[config.mk]
export PLATFORM = sky130hd
export DESIGN_NAME = burst_col_seq
export DESIGN_NICKNAME = d
export VERILOG_FILES = /design/src/rtl/burst_col_seq.sv
export SDC_FILE = /design/constraint.sdc
export NUM_CORES = 1
export LEC_CHECK = 0
export ABC_AREA = 1
export BUFFER_PORTS_ARGS = -buffer_cell sky130_fd_sc_hd__buf_4
export CORE_ASPECT_RATIO = 0.7
export CORE_MARGIN = 5
export CORE_UTILIZATION = 30
export DETAILED_ROUTE_END_ITERATION = 8
export PLACE_DENSITY = 0.55
export SKIP_CTS_REPAIR_TIMING = 1
export SYNTH_ARGS = -nofsm -noshare
export SYNTH_HDL_FRONTEND = slang
export SYNTH_SLANG_ARGS = --single-unit
[constraint.sdc]
create_clock -name clk -period 2.75 [get_ports clk]
set_clock_uncertainty 0.1 [all_clocks]
set_input_delay 0.6875 -clock clk [delete_from_list [all_inputs] [get_ports clk]]
set_output_delay 0.6875 -clock clk [all_outputs]
set_load 0.005 [all_outputs]
[src/rtl/burst_col_seq.sv]
module burst_col_seq #(
  parameter int COL_W = 10
) (
  input  logic             clk,
  input  logic             rst_n,
  input  logic             start,
  input  logic [COL_W-1:0] start_col,
  input  logic [2:0]       blen_code,
  input  logic             interleave,
  input  logic             stop,
  output logic [COL_W-1:0] col_out,
  output logic             beat_valid,
  output logic             beat_last
);
  localparam int GW = 3;

  logic             active;
  logic [COL_W-1:0] base;
  logic [GW-1:0]    idx;
  logic [GW-1:0]    msk;
  logic             ilv;

  logic             code_ok;
  logic [GW-1:0]    new_msk;
  logic [GW-1:0]    off;
  logic             at_end;

  always_comb begin
    case (blen_code)
      3'b001:  new_msk = 3'b001;
      3'b010:  new_msk = 3'b011;
      3'b011:  new_msk = 3'b111;
      default: new_msk = 3'b000;
    endcase
  end

  assign code_ok    = (blen_code == 3'b001) || (blen_code == 3'b010) || (blen_code == 3'b011);
  assign off        = ilv ? (base[GW-1:0] ^ idx) : (base[GW-1:0] + idx);
  assign col_out    = {base[COL_W-1:GW], (off & msk) | (base[GW-1:0] & ~msk)};
  assign at_end     = (idx == msk) || stop || start;
  assign beat_valid = active;
  assign beat_last  = active && at_end;

  always_ff @(posedge clk) begin
    if (!rst_n) begin
      active <= 1'b0;
      base   <= '0;
      idx    <= '0;
      msk    <= '0;
      ilv    <= 1'b0;
    end else if (start) begin
      active <= code_ok;
      base   <= start_col;
      idx    <= '0;
      msk    <= new_msk;
      ilv    <= interleave;
    end else if (active) begin
      if (at_end) active <= 1'b0;
      else        idx    <= idx + 1'b1;
    end
  end

  assert_first_beat_R2: assert property (@(posedge clk) disable iff (!rst_n)
    start && code_ok |=> beat_valid && col_out == $past(start_col));

  assert_upper_hold_R3: assert property (@(posedge clk) disable iff (!rst_n)
    beat_valid && !beat_last |=> beat_valid && col_out[COL_W-1:GW] == $past(col_out[COL_W-1:GW]));

  assert_end_drop_R6: assert property (@(posedge clk) disable iff (!rst_n)
    beat_last && !start |=> !beat_valid);

  assert_stop_last_R7: assert property (@(posedge clk) disable iff (!rst_n)
    beat_valid && stop |-> beat_last);

  assert_restart_last_R8: assert property (@(posedge clk) disable iff (!rst_n)
    beat_valid && start |-> beat_last);

  assert_reserved_quiet_R9: assert property (@(posedge clk) disable iff (!rst_n)
    start && !code_ok |=> !beat_valid);

  assert_ends_flagged_R6: assert property (@(posedge clk) disable iff (!rst_n)
    beat_valid && !beat_last |=> beat_valid);
endmodule

# After elaboration in Yosys (flattened, before gate mapping)
# Cells that the tools add are included.
dict set report word_totals {
  reg_bits 18
  input_bits 18
  output_inout_bits 12
}
dict set report op_classes {
  addsub 2
  n_eq_ne 4
  mux 5
  bitwise 7
  reduce_logical 7
}
# op n
set ops {}
lappend ops {{3-bit case mux with 3 select lines} 1}
lappend ops {{3-bit bitwise AND} 2}
lappend ops {{3-bit by 2-bit equality test with 1-bit output (second input constant)} 2}
lappend ops {{1-bit logical OR} 4}
lappend ops {{3-bit by 1-bit adder with 3-bit output (second input constant)} 1}
lappend ops {{3-bit adder} 1}
lappend ops {{3-bit by 1-bit equality test with 1-bit output (second input constant)} 1}
lappend ops {{3-bit equality test} 1}
lappend ops {{1-bit 2-to-1 mux} 3}
lappend ops {{3-bit 2-to-1 mux} 1}
lappend ops {{3-bit inverter} 1}
lappend ops {{3-bit bitwise OR} 1}
lappend ops {{3-bit bitwise XOR} 1}
lappend ops {{1-bit inverter} 2}
lappend ops {{2-bit AND reduction} 1}
lappend ops {{2-bit OR reduction} 1}
lappend ops {{1-bit logical AND} 1}

# Logic depth before layout (Yosys ltp)
# Gate-level depths: netlist of the first run.
dict set report logic_depth {
  word_depth 6
  ltp_mapped 8
}

# Worst setup path after synthesis of the first run
# OpenSTA, ideal clock, no wires.
dict set report synth_timing {
  path_kind {register to output}
  from {register idx[0]}
  to {output col_out[2]}
  arrival_ns 1.323
  t_required_ns 1.962
  path_slack_ns 0.639
  path_stages_with_launch 8
  n_path_buf 0
  cell_sequence {dfxtp_1 -> ha_1 -> inv_1 -> fa_1 -> nor2_1 -> a21oi_1 -> o21ai_0 -> xnor2_1}
}
dict set report synth_via {
  elab_chain_cells 4
}
# element line_no
set synth_rtl {}
lappend synth_rtl {{start: declaration} 19} ;# logic [GW-1:0] idx;
lappend synth_rtl {{start signal: assignment} 59} ;# else idx <= idx + 1'b1;
lappend synth_rtl {{3-bit adder} 38} ;# assign off = ilv ? (base[GW-1:0] ^ idx) : (base[GW-1:0] + idx);
lappend synth_rtl {{3-bit 2-to-1 mux} 38}
lappend synth_rtl {{3-bit bitwise AND} 39} ;# assign col_out = {base[COL_W-1:GW], (off & msk) | (base[GW-1:0] & ~msk)};
lappend synth_rtl {{3-bit bitwise OR} 39}
lappend synth_rtl {{end: declaration} 11} ;# output logic [COL_W-1:0] col_out,
# No other way between the ends.

# Worst setup path after layout of the first run
dict set report layout_timing {
  from {register base[0]}
  to {output col_out[2]}
}
dict set report layout_via {
  elab_chain_cells 4
}
# element line_no
set layout_rtl {}
lappend layout_rtl {{start: declaration} 18} ;# logic [COL_W-1:0] base;
lappend layout_rtl {{start signal: assignment} 53} ;# base <= start_col;
lappend layout_rtl {{3-bit adder} 38}
lappend layout_rtl {{3-bit 2-to-1 mux} 38}
lappend layout_rtl {{3-bit bitwise AND} 39}
lappend layout_rtl {{3-bit bitwise OR} 39}
# No other way between the ends.

==> results of run 1 <==
sequential cells by signal, summed over array words and instances, names as in the netlist:
register	flops
ilv	1
msk	3
beat_valid	1
base	10
idx	3
power by group through the flow:
stage | combinational (µW) | clock (µW) | sequential, µW
finish | 88.3 | 186 | 284
global route | 99.4 | 203 | 286
CTS | 90.3 | 194 | 284
detailed placement | 89.9 | 0 | 290
global placement | 89.4 | 0 | 289
floorplan | 52.2 | 0 | 287
area by class of cell:
type                       instances  area [µm²]  area share
multi-input combinational         82         437       0.374
sequential                        18         362       0.310
timing repair buffer              29         218       0.187
inverter                          17        63.8      0.0547
tap                               36        45.0      0.0386
clock buffer                       3        41.3      0.0354
synth_stat cells:
master     count
a211oi_1       1
a21boi_1       1
a21oi_1        6
buf_2          2
buf_4          7
clkbuf_1       1
dfxtp_1       18
fa_1           1
ha_1           3
inv_1         12
inv_2          5
nand2_1       17
nand2_2        4
nand3_1        1
nand3_2        1
nand3_4        1
nand4_1        3
nor2_1        24
nor2_2         1
nor3_1         1
o2111ai_1      1
o21ai_0       13
o21ai_1        2
xnor2_1        1
worst max-delay path: stages (launching register included):
cell	delay (ns)
dfxtp_1	0.37
ha_1	0.16
inv_1	0.05
fa_1	0.35
nor2_1	0.13
a21oi_1	0.08
o21ai_0	0.11
xnor2_1	0.15
buf_4	0.13
per-layer routing:
| layer | up-vias | GRT usage | share of wire | routed length (µm) |
|---|---|---|---|---|
| li1 | 441 | - | - | - |
| met4 | 0 | 0.0299 | 0.0047 | 10 |
| met3 | 2 | 0.0335 | 0.034 | 71 |
| met5 | - | 0 | 0 | 0 |
| met1 | 362 | 0.121 | 0.49 | 1030 |
| met2 | 11 | 0.160 | 0.47 | 1000 |
per-stage QoR:
stage               utilization  setup WS (ns)  power, µW
finish                    0.405          0.199        559
global route              0.405         0.0609        588
CTS                       0.404          0.120        569
floorplan                     -          0.639        340
global placement          0.390          0.456        379
detailed placement        0.390          0.411        380
path summary, 6_finish.rpt:
kind / endpoint / slack, ns
setup / recovery: col_out[2] / 0.20
hold / removal: base[9] / 0.39
setup reg to reg: idx[0] / 1.55
hold reg to reg: base[9] / 0.39
cell families after synthesis:
family / after synthesis
and+or+nand+nor: 53
DFF: 18
xor gates and xnor gates: 1
buffers and inverters: 27
adders and majority gates: 4
AOI/OAI and AO/OA: 24
==> flow_summary.json, run 1 <==
{
  "status": "finished clean",
  "placed_area_um2": 1120,
  "arrival_ns": 1.76,
  "r2r_start": "idx[1]",
  "p_sw_uw": 141,
  "path_clk_slew_ns": 0.06,
  "power_frac_comb": 0.158,
  "synth_top_family_by_area": "simple AND/OR/NAND/NOR gates",
  "io_buffer_count": 29,
  "synth-seq-cells": 18,
  "cts-root-buf": "clkbuf_8",
  "drtIter0Drc": 34,
  "io_pins": 30,
  "place.gp.congestion": 0.803,
  "route.detailed.drc": 0,
  "cts_sinks": 18,
  "antenna_found_initial": 0,
  "netlist_area_um2": 927,
  "hold_path_depth": 2,
  "core-area_um2": 2880,
  "synth.yosys.seq_area_share": 0.389,
  "num_vias": 816,
  "hold_viol_final": 0,
  "hp-class": "register to register",
  "final.min_clock_period_ns": 2.55,
  "routed_wl_um": 2110,
  "drv_cap": 0,
  "area_growth_pct": 25.8,
  "fin_setup_tns_ns": 0,
  "synth_area_leaders": "dfxtp_1, nor2_1, o21ai_0",
  "synth_top_area_share": 0.389,
  "fillers": 323,
  "swShare": 0.252,
  "die_area_um2": 4320,
  "p_per_area_nw_per_um2": 479,
  "cts_made_buffers": 3,
  "final_layout_size_suffix_gt1_frac": 0.302,
  "viasPerCell": 4.41,
  "grt_max_degree": 16,
  "clock_latency_ns": 0.26,
  "grt_overflow": 0,
  "layout_commonest_cell": "buf_4",
  "fmax_mhz": 392,
  "first_pass_iters": 4,
  "synth_xor_area_frac": 0.00945,
  "hp-start": "base[9]",
  "grt.total_usage": 0.0977,
  "die_w_um": 76.4,
  "ctsHtreeMaxLevel": 1,
  "required_ns": 1.96,
  "seqPwrFrac": 0.508,
  "tightest_slew_ns": 0.257,
  "cp-start-kind": "register",
  "diodes": 0,
  "syn-num-nets": 149,
  "start_util": 0.322,
  "detail_route.wl_per_cell_um": 11.4,
  "path_class": "register to output pin",
  "synthMuxAreaShare": 0,
  "rsz0062_at_grt": "no",
  "hold-worst-slack_ns": 0.393,
  "hpwlAfterDp_um": 1640,
  "finalInstanceArea_um2": 1170,
  "finalSetupViolCount": 0,
  "rr_worst_depth": 8,
  "cp-end-kind": "output pin",
  "clockBufferDepth": 2,
  "synth_fa_ha_area_frac": 0.0621,
  "placementRows": 16,
  "synth_cell_types": 24,
  "synth_area_leader_cell": "dfxtp_1",
  "startpoint": "base[0]",
  "fin_nets": 173,
  "synth-compound-area-share": 0.139,
  "p_leak_uw": 0.000557,
  "cts_tree": "built",
  "relSlewSlack": 0.828,
  "layout.cells.non_filler": 185,
  "grt_pass1_wl_um": 3430,
  "period_share": 0.928,
  "synth_area_per_cell_um2": 7.30,
  "irDropWorstVdd_uv": 191,
  "p_clk_frac": 0.334,
  "dp_cells": 182,
  "grt_pass1_vias": 773,
  "internal_power_uw": 418,
  "ant_nets": 0,
  "synth_cells": 127,
  "fp.dieH_um": 56.5,
  "worstPathMaxFanout": 3,
  "layout_common_cells": "buf_4, nor2_1, nand2_1, dfxtp_1, o21ai_0",
  "slew_violations": 0,
  "yosys.area_share.simple": 0.260,
  "synth_warnings": 0
}
(Power assumes the default switching activity.)
==> inputs of run 2 (changes only) <==
BUFFER_PORTS_ARGS = unset   (was -buffer_cell sky130_fd_sc_hd__buf_4)
CORE_MARGIN = 2   (was 5)
DONT_BUFFER_PORTS = 1   (was unset)
PLACE_DENSITY = 0.47   (was 0.55)
REMOVE_ABC_BUFFERS = 1   (was unset)
==> flow_summary.json, run 2 (synthesis results as in run 1) <==
{
  "rsz0062_at_grt": "no",
  "final_layout_size_suffix_gt1_frac": 0.132,
  "cts_sinks": 18,
  "fin_setup_tns_ns": 0,
  "diodes": 0,
  "cp-end-kind": "output pin",
  "route.detailed.drc": 0,
  "place.gp.congestion": 0.745,
  "drtIter0Drc": 28,
  "placementRows": 16,
  "cp-start-kind": "register",
  "ant_nets": 0,
  "hp-class": "register to register",
  "finalPower_uw": 550,
  "grt.total_usage": 0.115,
  "io_buffer_count": 0,
  "io_pins": 30,
  "clock_latency_ns": 0.25,
  "drv_cap": 0,
  "cts_tree": "built",
  "fillers": 321,
  "path_clk_slew_ns": 0.07,
  "ctsHtreeMaxLevel": 1,
  "fmax_mhz": 395,
  "r2r_start": "msk[1]",
  "p_leak_uw": 0.000420,
  "slew_violations": 0,
  "fp.dieH_um": 50.5,
  "seqPwrFrac": 0.520,
  "hp-start": "msk[0]",
  "cts-root-buf": "clkbuf_8",
  "core-area_um2": 2860,
  "swShare": 0.237,
  "routed_wl_um": 1860,
  "first_pass_iters": 4,
  "area_growth_pct": 3.64,
  "grt_max_degree": 16,
  "required_ns": 1.96,
  "final.min_clock_period_ns": 2.53,
  "hold_viol_final": 0,
  "fin_nets": 144,
  "grt_pass1_vias": 616,
  "path_class": "register to output pin",
  "setup_ws_ns": 0.218,
  "cts_made_buffers": 3,
  "relSlewSlack": 0.810,
  "p_sw_uw": 130,
  "layout_common_cells": "nor2_1, dfxtp_1, nand2_1",
  "worstPathMaxFanout": 5,
  "p_clk_frac": 0.397,
  "irDropWorstVdd_uv": 280,
  "grt_pass1_wl_um": 3070,
  "antenna_found_initial": 0,
  "die_w_um": 70.4,
  "regMostFlops": "base",
  "internal_power_uw": 419,
  "dp_slack_ns": 0.504,
  "status": "finished clean",
  "reg_top3": "base: 10 flops, idx: 3 flops, msk: 3 flops",
  "arrival_ns": 1.74,
  "startpoint": "idx[0]",
  "die_area_um2": 3560,
  "power_frac_comb": 0.083,
  "grt_overflow": 0,
  "detail_route.wl_per_cell_um": 11.9,
  "viasPerCell": 4.54,
  "tightest_slew_ns": 0.283,
  "layout_commonest_cell": "nor2_1",
  "hpwlAfterDp_um": 1430,
  "start_util": 0.324,
  "largest_register_ffs": 10,
  "period_share": 0.921,
  "p_per_area_nw_per_um2": 572,
  "num_vias": 713,
  "clockBufferDepth": 2,
  "finalSetupViolCount": 0
}
## run 2: path summary, 6_finish.rpt
check          endpoint  slack, ns  cells after the start
min reg2reg      msk[0]       0.39                      2
min              msk[0]       0.39                      2
max          col_out[2]       0.22                      7
max reg2reg      idx[0]       1.57                      8
## run 2: critical path, cell delays in order (launching register included)
cell and delay (ns):
dfxtp_1 0.42, ha_1 0.21, inv_1 0.05, fa_1 0.35, nor2_1 0.12, a21oi_1 0.07
o21ai_0 0.10, xnor2_1 0.17
## run 2: through the flow
| stage | cell area (µm²) | std cells | hold slack, ns | utilization |
|---|---|---|---|---|
| 5_1_grt | 961 | 157 | 0.447 | 0.336 |
| 3_5_place_dp | 906 | 153 | 0.382 | 0.316 |
| 3_3_place_gp | 906 | 153 | 0.391 | 0.316 |
| 4_1_cts | 961 | 157 | 0.393 | 0.336 |
| 2_1_floorplan | 861 | 117 | 0.356 | - |
| 6_report | 961 | 157 | 0.395 | 0.336 |
## run 2: cell type report
| type | count | area [µm²] | area share |
|---|---|---|---|
| inverter | 17 | 63.8 | 0.0664 |
| clock buffer | 4 | 55.1 | 0.0573 |
| multi-input combinational | 82 | 437 | 0.454 |
| sequential | 18 | 360 | 0.375 |
| tap | 36 | 45.0 | 0.0469 |
## run 2: per-layer routing
| metal | track usage | vias to the layer above | wire, µm |
|---|---|---|---|
| met5 | 0 | - | 0 |
| met4 | 0.0385 | 0 | 17 |
| met3 | 0.0522 | 2 | 106 |
| met2 | 0.156 | 14 | 768 |
| met1 | 0.158 | 313 | 969 |
| li1 | - | 384 | - |
## run 2: power by group through the flow
stage	registers (µW)	clock network (µW)	logic, µW
floorplan	289	0	38.3
global placement	292	0	45.3
detailed placement	292	0	45.8
CTS	286	226	46.1
global route	287	240	53.1
finish	286	218	45.5
